**config.mk**
```make
export PLATFORM = sky130hd
export DESIGN_NAME = blk_sync_track
export DESIGN_NICKNAME = d
export VERILOG_FILES = /design/src/rtl/blk_sync_pkg.sv /design/src/rtl/blk_pos_ctr.sv /design/src/rtl/score_window.sv /design/src/rtl/blk_sync_track.sv
export SDC_FILE = /design/constraint.sdc
export NUM_CORES = 1
export LEC_CHECK = 0
export BUFFER_PORTS_ARGS = -buffer_cell sky130_fd_sc_hd__buf_2
export CAP_MARGIN = 20
export CORE_MARGIN = 3
export CORE_UTILIZATION = 60
export DETAILED_ROUTE_END_ITERATION = 6
export GPL_TIMING_DRIVEN = 0
export PLACE_DENSITY = 0.77
export REMOVE_ABC_BUFFERS = 1
export SLEW_MARGIN = 20
export SYNTH_ARGS = -nofsm -noshare
export SYNTH_HDL_FRONTEND = slang
export SYNTH_SLANG_ARGS = --single-unit
```
**constraint.sdc**
```tcl
create_clock -name clk -period 3.9 [get_ports clk]
set_input_delay 0.195 -clock clk [delete_from_list [all_inputs] [get_ports clk]]
set_output_delay 0.195 -clock clk [all_outputs]
set_load 0.005 [all_outputs]
```
**src/rtl/blk_sync_pkg.sv**
```systemverilog
package blk_sync_pkg;

  // Tracker operating state
  typedef enum logic {
    TRK_SEARCH = 1'b0,
    TRK_LOCKED = 1'b1
  } trk_state_e;

endpackage

```
**src/rtl/blk_pos_ctr.sv**
```systemverilog
module blk_pos_ctr #(
  parameter int unsigned BLK_BITS  = 6400,
  parameter int unsigned MARK_BITS = 256
) (
  input  logic clk,
  input  logic rst_n,
  input  logic load,      // restart at position 0
  input  logic adv,       // one valid locked bit consumed
  output logic at_first,
  output logic at_last,
  output logic in_mark
);
  localparam int unsigned POS_W   = $clog2(BLK_BITS);
  localparam int unsigned CW_BITS = BLK_BITS - MARK_BITS;
  localparam int unsigned LAST    = BLK_BITS - 1;

  logic [POS_W-1:0] pos;

  always_ff @(posedge clk or negedge rst_n) begin
    if (!rst_n)        pos <= '0;
    else if (load)     pos <= '0;
    else if (adv)      pos <= (pos == POS_W'(LAST)) ? '0 : pos + 1'b1;
  end

  assign at_first = (pos == '0);
  assign at_last  = (pos == POS_W'(LAST));
  assign in_mark  = (pos >= POS_W'(CW_BITS));


  pos_stall_chk: assert property (@(posedge clk) disable iff (!rst_n)
    (!adv && !load) |=> $stable(pos));


  pos_range_chk: assert property (@(posedge clk) disable iff (!rst_n)
    pos <= POS_W'(LAST));

endmodule

```
**src/rtl/score_window.sv**
```systemverilog
module score_window #(
  parameter int unsigned SCORE_W = 9,
  parameter int unsigned WIN     = 4
) (
  input  logic                                clk,
  input  logic                                rst_n,
  input  logic                                clear,
  input  logic                                fill,
  input  logic                                push,
  input  logic [SCORE_W-1:0]                  val,
  output logic [SCORE_W+$clog2(WIN)-1:0]      sum,
  output logic [SCORE_W+$clog2(WIN)-1:0]      next_sum
);
  localparam int unsigned SUM_W = SCORE_W + $clog2(WIN);

  logic [WIN-1:0][SCORE_W-1:0] slot;

  // Window total when every entry holds the same score
  function automatic logic [SUM_W-1:0] fill_total(input logic [SCORE_W-1:0] v);
    return SUM_W'(v) * SUM_W'(WIN);
  endfunction

  // Running sum after the oldest entry leaves and v enters
  function automatic logic [SUM_W-1:0] slide_total(input logic [SUM_W-1:0] s,
                                                   input logic [SCORE_W-1:0] v,
                                                   input logic [SCORE_W-1:0] oldest);
    return s + SUM_W'(v) - SUM_W'(oldest);
  endfunction

  assign next_sum = slide_total(sum, val, slot[WIN-1]);

  always_ff @(posedge clk or negedge rst_n) begin
    if (!rst_n) begin
      slot <= '0;
      sum  <= '0;
    end else if (clear) begin
      slot <= '0;
      sum  <= '0;
    end else if (fill) begin
      for (int i = 0; i < WIN; i++) slot[i] <= val;
      sum <= fill_total(val);
    end else if (push) begin
      for (int i = WIN - 1; i > 0; i--) slot[i] <= slot[i-1];
      slot[0] <= val;
      sum     <= next_sum;
    end
  end


  win_fill_chk: assert property (@(posedge clk) disable iff (!rst_n)
    (fill && !clear) |=> (slot[WIN-1] == $past(val)));

endmodule

```
**src/rtl/blk_sync_track.sv**
```systemverilog
module blk_sync_track #(
  parameter int unsigned BLK_BITS  = 6400,
  parameter int unsigned MARK_BITS = 256,
  parameter int unsigned SCORE_W   = 9,
  parameter int unsigned WIN       = 4,
  parameter int unsigned PH_W      = 2
) (
  input  logic               clk,
  input  logic               rst_n,
  input  logic               in_valid,
  input  logic [SCORE_W-1:0] in_score,
  input  logic [PH_W-1:0]    in_phase,
  input  logic [SCORE_W-1:0] thr_cfg,
  output logic               locked,
  output logic               cw_start,
  output logic               mark_strip,
  output logic [PH_W-1:0]    phase_hold
);
  import blk_sync_pkg::*;

  localparam int unsigned SUM_W = SCORE_W + $clog2(WIN);

  trk_state_e       state;
  logic             at_first, at_last, in_mark;
  logic [SUM_W-1:0] win_sum, win_next;

  // Named internal events
  logic acq_evt, mark_evt, keep_ok, lose_evt;

  // Hold test: window sum against WIN times the threshold
  function automatic logic sum_meets(input logic [SUM_W-1:0] s,
                                     input logic [SCORE_W-1:0] thr);
    return s >= (SUM_W'(thr) * SUM_W'(WIN));
  endfunction

  assign acq_evt  = (state == TRK_SEARCH) && in_valid && (in_score >= thr_cfg);
  assign mark_evt = (state == TRK_LOCKED) && in_valid && at_last;
  assign keep_ok  = sum_meets(win_next, thr_cfg);
  assign lose_evt = mark_evt && !keep_ok;

  blk_pos_ctr #(
    .BLK_BITS  (BLK_BITS),
    .MARK_BITS (MARK_BITS)
  ) u_pos (
    .clk      (clk),
    .rst_n    (rst_n),
    .load     (acq_evt),
    .adv      ((state == TRK_LOCKED) && in_valid),
    .at_first (at_first),
    .at_last  (at_last),
    .in_mark  (in_mark)
  );

  score_window #(
    .SCORE_W (SCORE_W),
    .WIN     (WIN)
  ) u_win (
    .clk      (clk),
    .rst_n    (rst_n),
    .clear    (lose_evt),
    .fill     (acq_evt),
    .push     (mark_evt),
    .val      (in_score),
    .sum      (win_sum),
    .next_sum (win_next)
  );

  always_ff @(posedge clk or negedge rst_n) begin
    if (!rst_n) begin
      state      <= TRK_SEARCH;
      phase_hold <= '0;
    end else if (acq_evt) begin
      state      <= TRK_LOCKED;
      phase_hold <= in_phase;
    end else if (lose_evt) begin
      state      <= TRK_SEARCH;
    end
  end

  assign locked     = (state == TRK_LOCKED);
  assign cw_start   = locked && in_valid && at_first;
  assign mark_strip = locked && in_valid && in_mark;


  acq_lock_chk: assert property (@(posedge clk) disable iff (!rst_n)
    acq_evt |=> (locked && phase_hold == $past(in_phase)));


  phase_frozen_chk: assert property (@(posedge clk) disable iff (!rst_n)
    (locked && !lose_evt) |=> $stable(phase_hold));


  mark_strip_chk: assert property (@(posedge clk) disable iff (!rst_n)
    mark_evt |-> mark_strip);


  off_pos_ignore_chk: assert property (@(posedge clk) disable iff (!rst_n)
    (locked && !mark_evt) |=> ($stable(win_sum) && locked));


  hold_keep_chk: assert property (@(posedge clk) disable iff (!rst_n)
    (mark_evt && keep_ok) |=> locked);


  lose_clear_chk: assert property (@(posedge clk) disable iff (!rst_n)
    lose_evt |=> (!locked && win_sum == '0));

endmodule

```
Word-level counts from Yosys, hierarchy flattened
Cells that the tools add are included.
{"block": "word_totals", "ff_bits": 63, "in_bits": 23, "output_inout_bits": 5, "wordCells": 39}
{"block": "op_classes", "add_sub_neg": 3, "magnitude_cmp": 3, "n_eq_ne": 1, "muxes": 11, "n_bitwise": 1, "reduce_logical": 12}
{"cell": "$mux W36", "count": 3}
{"cell": "$mux W13", "count": 3}
{"cell": "$mux W11", "count": 3}
{"cell": "$add A13 B1 Y13 const B", "count": 1}
{"cell": "$eq A13 B13 Y1 const B", "count": 1}
{"cell": "$ge A13 B13 Y1 const B", "count": 1}
{"cell": "$logic_not A13 Y1", "count": 1}
{"cell": "$add A11 B9 Y11", "count": 1}
{"cell": "$ge A11 B11 Y1", "count": 1}
{"cell": "$sub A11 B9 Y11", "count": 1}
{"cell": "$ge A9 B9 Y1", "count": 1}
{"cell": "$logic_and A1 B1 Y1", "count": 7}
{"cell": "$reduce_bool A2 Y1", "count": 2}
{"cell": "$reduce_bool A3 Y1", "count": 1}
{"cell": "$mux W1", "count": 2}
{"cell": "$logic_not A1 Y1", "count": 1}
{"cell": "$not A1 Y1", "count": 1}

Longest topological paths before layout
Gate-level depths: netlist of the first run.
{"block": "depth", "depth_word": 7, "depth_mapped": 18}

By module
Synthesis of the first run repeated with hierarchy kept, for this count alone.
{"block": "hier_totals", "hier_cells": 437, "hier_area_um2": 4299.1}
{"module": "score_window", "instances": 1, "cells_each": 283, "area_each_um2": 2910.3, "seq_area_each_um2": 1176.1}
{"module": "blk_pos_ctr", "instances": 1, "cells_each": 86, "area_each_um2": 780.7, "seq_area_each_um2": 325.3}
{"module": "blk_sync_track", "instances": 1, "cells_each": 68, "area_each_um2": 608.1, "seq_area_each_um2": 75.1}

Least setup slack after synthesis of the first run
OpenSTA, ideal clock, no wires.
{"block": "synth_path", "path_kind": "register to register", "from": "register u_win.slot[31] (netlist name)", "to": "register u_win.sum[2]", "setup_ns": 0.120, "arrival_ns": 3.390, "t_required_ns": 3.780, "setup_slack_ns": 0.390, "path_stages_with_launch": 15, "cell_sequence": "dfrtp_1 -> fa_1 -> inv_1 -> ha_1 -> o21a_1 -> o21a_1 -> o22ai_1 -> nor4b_1 -> a211o_1 -> ha_1 -> a21o_1 -> a21oi_1 -> nand3_4 -> buf_4 -> a31o_2"}
{"block": "synth_via", "elab_chain_cells": 5, "word_cells_on_any_way": 6}
{"element": "start, declared", "line": "score_window.sv:16", "source": "logic [WIN-1:0][SCORE_W-1:0] slot;"}
{"element": "$sub A11 B9 Y11 *", "line": "score_window.sv:27", "source": "return s + SUM_W'(v) - SUM_W'(oldest);"}
{"element": "$ge A11 B11 Y1 *", "line": "blk_sync_track.sv:33", "source": "return s >= (SUM_W'(thr) * SUM_W'(WIN));"}
{"element": "$logic_not A1 Y1 *", "line": "blk_sync_track.sv:39", "source": "assign lose_evt = mark_evt && !keep_ok;"}
{"element": "$logic_and A1 B1 Y1 *", "line": "blk_sync_track.sv:39"}
{"element": "$reduce_bool A3 Y1 (no line) / $mux W11 (equally long branches)"}
{"element": "end signal, assigned", "line": "score_window.sv:41", "source": "sum <= fill_total(val);"}
{"element": "end signal, assigned", "line": "score_window.sv:45", "source": "sum <= next_sum;"}
{"element": "end, declared", "line": "score_window.sv:11", "source": "output logic [SCORE_W+$clog2(WIN)-1:0] sum,"}
Mark *: on every way between the ends. The rest lies on a longest branch, timed or not.
A chain may end at the register's enable or synchronous reset.

Worst setup path after layout of the first run
{"block": "layout_path", "from": "register u_win.slot[31] (netlist name)", "to": "register u_win.slot[13] (netlist name)"}
{"block": "layout_via", "elab_chain_cells": 5, "word_cells_on_any_way": 6}
{"element": "$sub A11 B9 Y11 *", "line": "score_window.sv:27"}
{"element": "$ge A11 B11 Y1 *", "line": "blk_sync_track.sv:33"}
{"element": "$logic_not A1 Y1 *", "line": "blk_sync_track.sv:39"}
{"element": "$logic_and A1 B1 Y1 *", "line": "blk_sync_track.sv:39"}
{"element": "$reduce_bool A3 Y1 (no line) / $mux W36 (equally long branches)"}
Marks and branches as above.

==> results by group, run 1 <==
Run
  – Max-Cap Viols: 0

Power
  – Psw: 0.00182 W
  – Sequential power share: 24.1%
  – Cell Pwr Density: 874 nW/um^2
  – Clock power share: 15.0%
  – Internal power: 0.00250 W
  – Sw Share: 42.2%
  – Worst VDD drop: 0.000389 V
  – P_leak: 2.54 nW
  – Logic pwr share: 60.9%

Critical path
  – Critical Path AT: 4020 ps
  – Critical R2R Launch: u_win.slot[31]
  – Max FO, Critical Path: 8
  – Cell Chain, Critical Path: fa_1 > inv_1 > ha_1 > o21a_1 > o21a_1 > o22ai_2 > nor4b_1 > a211o_1 > ha_1 > a21o_1 > a21oi_4 > nand3_4 > o21ai_4 > buf_6 > o2bb2ai_1
  – Slowest stage delay, CP: 520 ps
  – Critical path class: reg2reg
  – Worst reg2reg path depth: 15
  – Crit. End Element: flip-flop
  – Startpoint class of the critical path: flip-flop
  – Crit path from: u_win.slot[31]
  – Slowest library cell on the worst path: fa_1
  – Req. time, crit path: 4130 ps
  – Register-to-Register Setup Slack: 110 ps
  – Crit Reg-Reg Endpoint: u_win.slot[13]

Clock tree
  – Max Root-Sink Buffers: 2
  – H-tree Lvls: 3
  – CTS root buf: clkbuf_8
  – Clk slew on worst S/H paths: 80 ps
  – Num CTS Buffers: 9
  – TritonCTS clock tree: built
  – Sink Count: 63
  – Later-pin clock latency in the skew report: 360 ps

STA
  – Fin Setup TNS: 0 ps
  – Final min period: 3790 ps
  – Hold Fails Final Rpt: 0
  – Worst hold slack: 22.7 ps
  – Period Utilization, post-route: 97.2%
  – Slew margin rel.: 35.2%
  – Max Slew Vio Count: 0
  – Final setup violation count: 0
  – Clk_skew: 13.1 ps
  – Actual slew at the worst max-slew pin: 965 ps
  – Achievable Freq: 264 MHz

GRT
  – Pin count of the biggest net entering global routing: 38
  – Initial antenna violation count: 0
  – Total GRT Usage: 25.8%
  – Vias in the first global route: 3554
  – Total grt overflow: 0
  – First-pass GRT wire length: 17000 um

Finish
  – Area added between synthesis and finish: 17.6%
  – Fin nets: 536
  – Fin area: 4950 um^2
  – Share of cells above drive strength 1: 17.6%
  – Diodes inserted: 0
  – Fill count: 464
  – Final Instance Count excl. Fillers: 571

Floorplan
  – I/O pins: 28
  – Vert. Die Dim: 89.7 um
  – Rows: 29
  – Core Box Area: 6570 um^2
  – Die ar.: 8050 um^2
  – Starting Density: 64.0%
  – Die X: 89.7 um

Route
  – Wirelength per Cell: 17.7 um
  – Vias per cell: 6.10
  – Routed Antenna Nets: 0
  – 1st-iter DRT viols: 279
  – DRT Wirelength: 10100 um
  – DRC: 0
  – 1st-pass router iterations: 5
  – Detailed-route via count: 3481

Hold path
  – Hold Startpoint: in_phase[0]
  – Hold Path Class: in2reg
  – Min-Delay Endpoint: phase_hold[0]
  – WHS Path Cells: 3

Place
  – Cells after DPL: 538
  – GP Congestion: 0.868
  – DP Area: 4460 um^2
  – IO Port Bufs: 27
  – DP HPWL: 6400 um

Synth
  – Post-synth EDFFs: 0
  – Area leader, netlist: dfrtp_1
  – Synthesized area: 4210 um^2
  – Ys Warns: 0
  – Unique cell type count in the Yosys netlist: 53
  – FFs w/ async S/R, synth: 100%
  – Register bit total from synthesis: 63
  – Dominant cells by area after synthesis: dfrtp_1 (37%), ha_1 (9.2%), mux2i_1 (7.6%)
  – Post-Synthesis Cells: 432
  – Synth top area share: 37.5%
  – Post-synth top flop: dfrtp_1
  – Synth Area per Inst: 9.73 um^2
  – Register area share after synthesis: 37.5%

Outcome
  – Status: finished, final reports clean
[final cells by class]
cell class | count | area [um^2] | share of cell area, %
clock buffer | 9 | 124 | 2.50
clock inverter | 7 | 97.6 | 1.97
inverter | 52 | 195 | 3.95
multi-input combinational | 301 | 2460 | 49.7
sequential | 63 | 1580 | 31.9
tap | 93 | 116 | 2.35
timing repair buffer | 46 | 379 | 7.67
[layout by cell type (no fill, tap or decap), types with 3 or more instances in the layout]
cell,instances
nand2b_1,4
buf_4,9
buf_6,5
mux2i_1,32
clkbuf_8,9
a22oi_1,3
nand2_1,38
a21o_1,8
o21ai_0,24
o21ai_4,3
nor2b_1,5
o2bb2ai_1,27
o21a_1,4
nor3_1,10
buf_12,3
inv_1,52
or3_1,4
buf_2,26
nor2_1,12
ha_1,30
o31ai_1,5
o22ai_1,3
nand3_1,17
and3_1,4
dfrtp_1,63
xnor2_1,6
a21oi_1,8
xor2_1,3
fa_1,9
a221o_1,3
[per-stage QoR]
stage                     utilization [%]  worst slack (ps)  total power, W
after floorplan                         -             -2080         0.00268
after global placement               66.3             -4320         0.00307
after detailed placement             68.0              -435         0.00317
after CTS                            73.3              28.3         0.00387
after global routing                 75.3              -147         0.00467
final                                75.3               110         0.00432
[state kept, by name, summed over array words and instances (netlist names)]
register	cells
u_win.slot	36
locked	1
u_pos.pos	13
u_win.sum	11
phase_hold	2
[logic make-up (layout without fill, tap and decap cells)]
| family | Yosys count | in the layout | share of synthesized area [%] |
|---|---|---|---|
| adder cells (fa/ha/maj) | 40 | 40 | 13.5 |
| buffers and inverters | 69 | 114 | 7.02 |
| AO/OA/AOI/OAI | 111 | 112 | 18.9 |
| XOR/XNOR | 10 | 10 | 2.08 |
| multiplexers | 32 | 32 | 7.62 |
| flip-flops | 63 | 63 | 37.5 |
| AND/OR/NAND/NOR | 107 | 107 | 13.4 |
[power by group through the flow]
stage               sequential (W)  combinational [W]  clock [W]
finish                     0.00104            0.00263   0.000647
global route               0.00107            0.00291   0.000684
detailed placement         0.00105            0.00212          0
CTS                        0.00104            0.00218   0.000652
floorplan                  0.00101            0.00167          0
global placement           0.00104            0.00203          0
[worst max-delay path, delay by kind of cell (launching register included)]
family	cells	cell delay [ps]
and+or+nand+nor	2	270
adders and majority gates	3	1210
DFF	1	420
buffers and inverters	2	210
AOI/OAI and AO/OA	8	1570
[synth_stat cells, types with 2 or more instances]
cell and number:
or3_1 4, inv_1 52, o2bb2ai_1 27, buf_6 3, a22oi_1 3, nand3_4 2, nand3_1 17, nor4b_1 2
nor2_1 12, dfrtp_1 63, o21a_1 4, and3_1 4, a22o_1 2, nor2b_1 6, xnor2_1 7, xor2_1 3
nand2b_1 4, a211oi_1 3, nand2_1 38, buf_2 5, mux2i_1 32, o21ai_0 26, a21oi_1 11, a21o_1 8
a31oi_1 2, nor3_1 10, fa_1 9, o22ai_1 4, a221o_1 3, clkbuf_1 7, ha_1 31, o31ai_1 7
[what timing repair did]
| action | CTS | global route |
|---|---|---|
| endpoints found under the hold margin | 30 | 0 |
| cloned | 1 | 0 |
| endpoints found under the setup margin | 34 | 47 |
| buffers inserted | 10 | 5 |
| pin swaps | 1 | 9 |
| resized for setup | 2 | 19 |
| hold buffers | 1 | 0 |
[metal layers]
metal  part of all wire, %  global-route usage (%)  wire, um
met5                     0                       0         0
met2                    48                    40.0      4820
met3                   5.5                    4.34       556
met4                   2.5                    10.9       256
met1                    44                    36.0      4440
[how the worst max path moves through the flow]
stage	endpoint	slack (ps)	cells past startpoint
finish	u_win.slot[13]	110	15
global route	u_win.sum[7]	-150	12
CTS	u_win.slot[3]	30	15
detailed placement	u_win.sum[6]	-440	16
global placement	u_win.sum[2]	-4320	9
floorplan	u_win.sum[2]	-2080	8
Power figures use the tool's default switching activity.
==> run 2, diff against run 1 <==
Settings changed: CORE_UTILIZATION 60 to 55, PLACE_DENSITY 0.77 to 0.74.
Clock period 3.9 ns to 3.3 ns, I/O delays scaled along.
==> run 2 against run 1 <==
  * The run now ends with negative setup slack left
  * Cell count up 3.3%
  * First-iteration DRC count down 7.2%
  * Combinational power up 55%
  * Register-to-register slack worse by 580 ps
  * Final area up 7.2%
  * Largest cell class unchanged
==> results by group, run 2 (same netlist as run 1, synthesis figures left out) <==
GRT
  – Total grt overflow: 0 (unchanged)
  – Vias in the first global route: 3790 (was 3554)
  – Total GRT Usage: 28.1% (was 25.8%)
  – First-pass GRT wire length: 18900 um (was 17000 um)
  – Initial antenna violation count: 0 (unchanged)
  – Pin count of the biggest net entering global routing: 41 (was 38)

Place
  – IO Port Bufs: 27 (unchanged)
  – GP Congestion: 0.881 (was 0.868)
  – Dpl ws: -957 ps (was -435 ps)
  – DP Area: 4470 um^2 (was 4460 um^2)
  – DP HPWL: 6360 um (was 6400 um)

Clock tree
  – H-tree Lvls: 3 (unchanged)
  – TritonCTS clock tree: built (unchanged)
  – Num CTS Buffers: 9 (unchanged)
  – Max Root-Sink Buffers: 2 (unchanged)
  – CTS root buf: clkbuf_8 (unchanged)
  – Sink Count: 63 (unchanged)
  – Later-pin clock latency in the skew report: 360 ps (about the same)
  – Clk slew on worst S/H paths: 70 ps (was 80 ps)

STA
  – Slew margin rel.: 32.0% (was 35.2%)
  – Achievable Freq: 265 MHz (was 264 MHz)
  – Final setup violation count: 48 (was 0)
  – Period Utilization, post-route: 114% (was 97.2%)
  – Hold Fails Final Rpt: 0 (unchanged)
  – Fin Setup TNS: -18180 ps (was 0 ps)
  – Actual slew at the worst max-slew pin: 1020 ps (was 965 ps)
  – Clk_skew: 18.8 ps (was 13.1 ps)
  – Max Slew Vio Count: 0 (unchanged)
  – Worst hold slack: 8.59 ps (was 22.7 ps)
  – Final min period: 3770 ps (was 3790 ps)
  – PnR worst setup slack: -472 ps (was 110 ps)
  – RSZ-0062 raised after global routing: true

Hold path
  – Hold Path Class: in2reg (unchanged)
  – WHS Path Cells: 3 (unchanged)

Route
  – Routed Antenna Nets: 0 (unchanged)
  – Vias per cell: 6.17 (was 6.10)
  – Wirelength per Cell: 19.4 um (was 17.7 um)
  – 1st-pass router iterations: 6 (was 5)
  – 1st-iter DRT viols: 259 (was 279)
  – Met3 routed WL: 586 um (was 556 um)
  – Top Metal Used: met4 (unchanged)
  – Detailed-route via count: 3641 (was 3481)
  – Met2 WL: 5470 um (was 4820 um)
  – M1 WL: 4820 um (was 4440 um)
  – DRC: 0 (unchanged)
  – DRT Wirelength: 11500 um (was 10100 um)

Critical path
  – Max FO, Critical Path: 6 (was 8)
  – Critical R2R Launch: u_win.sum[1] (was u_win.slot[31])
  – Worst reg2reg path depth: 16 (was 15)
  – Crit path to: u_win.slot[34] (was u_win.slot[13])
  – Register-to-Register Setup Slack: -470 ps (was 110 ps)
  – Crit. End Element: flip-flop (unchanged)
  – Crit Reg-Reg Endpoint: u_win.slot[34] (was u_win.slot[13])
  – Critical path class: reg2reg (unchanged)
  – Startpoint class of the critical path: flip-flop (unchanged)
  – Crit path from: u_win.sum[1] (was u_win.slot[31])
  – Req. time, crit path: 3530 ps (was 4130 ps)
  – Critical Path AT: 4000 ps (was 4020 ps)

Floorplan
  – Die X: 93.4 um (was 89.7 um)
  – Die ar.: 8730 um^2 (was 8050 um^2)
  – Vert. Die Dim: 93.4 um (was 89.7 um)
  – Rows: 31 (was 29)
  – Starting Density: 57.4% (was 64.0%)
  – Core Box Area: 7330 um^2 (was 6570 um^2)
  – I/O pins: 28 (unchanged)

Power
  – P_leak: 2.64 nW (was 2.54 nW)
  – Cell Pwr Density: 1130 nW/um^2 (was 874 nW/um^2)
  – Worst VDD drop: 0.000509 V (was 0.000389 V)

Finish
  – Biggest registers after layout: u_win.slot: 36 flops, u_pos.pos: 13 flops, u_win.sum: 11 flops (unchanged)
  – Diodes inserted: 0 (unchanged)
  – Fin area: 5300 um^2 (was 4950 um^2)
  – Area added between synthesis and finish: 26.0% (was 17.6%)
  – Largest reg by FF count: u_win.slot (unchanged)
  – Fin nets: 550 (was 536)
  – Largest register FFs: 36 (unchanged)
  – Share of cells above drive strength 1: 26.1% (was 17.6%)
  – Most common cell after layout, fill and taps aside: dfrtp_1 (unchanged)
  – Fin util: 72.3% (was 75.3%)
  – Most frequent cells in the layout: dfrtp_1 (63), inv_1 (46), nand2_1 (35) (was dfrtp_1 (63), inv_1 (52), nand2_1 (38))

Outcome
  – Status: complete, but fails checks (was finished, final reports clean)
  – Violations in the final reports: negative setup slack

Run
  – Max-Cap Viols: 0 (unchanged)
==> run 2: how the worst min path moves through the flow <==
| stage | startpoint | endpoint | slack [ps] |
|---|---|---|---|
| after floorplan | rst_n | locked | -130 |
| after global placement | in_phase[1] | phase_hold[1] | 360 |
| after detailed placement | rst_n | u_win.slot[11] | 90 |
| after CTS | in_phase[1] | phase_hold[1] | 6 |
| after global routing | in_phase[1] | phase_hold[1] | 10 |
| final | in_phase[1] | phase_hold[1] | 9 |
==> run 2: layout make-up <==
cell class                 count  area (um^2)
multi-input combinational    301         2680
fill                         487         2030
sequential                    63         1580
timing repair buffer          60          548
inverter                      52          195
clock buffer                  11          131
tap                           99          124
clock inverter                 4         47.5
==> run 2: report_power, final <==
| part | internal (W) | switching (W) |
|---|---|---|
| registers | 0.00105 | 0.000184 |
| logic | 0.00201 | 0.00207 |
| clock network | 0.000343 | 0.000303 |
| total | 0.00340 | 0.00256 |
==> run 2: worst max-delay path: stages (launching register included) <==
cell       delay [ps]
dfrtp_1           370
inv_2              50
fa_2              610
fa_2              270
nor2b_4            50
o2111a_2          300
o31ai_4           240
o41a_1            230
ha_1              250
and3_2            250
o31ai_4            80
a21o_1            240
nand3_4           130
buf_6             210
o21ai_4           130
buf_12            170
o2bb2ai_1          70
==> run 2: stage by stage <==
step	power, W	instances
2_1_floorplan	0.00317	415
3_3_place_gp	0.00360	541
3_5_place_dp	0.00372	544
4_1_cts	0.00538	589
5_1_grt	0.00637	590
6_report	0.00597	590
==> run 2: layer usage <==
| layer | vias to the layer above | global-route usage, % |
|---|---|---|
| li1 | 1666 | - |
| met1 | 1798 | 35.2 |
| met2 | 130 | 44.4 |
| met3 | 47 | 7.16 |
| met4 | 0 | 15.0 |
| met5 | - | 0 |
==> run 2: timing repair <==
action	in CTS	in global routing
setup endpoints to repair	48	48
pin swaps	30	16
cloned	3	0
buffers inserted	26	2
gates resized for setup	52	19
hold buffers	1	0
hold endpoints to repair	23	0
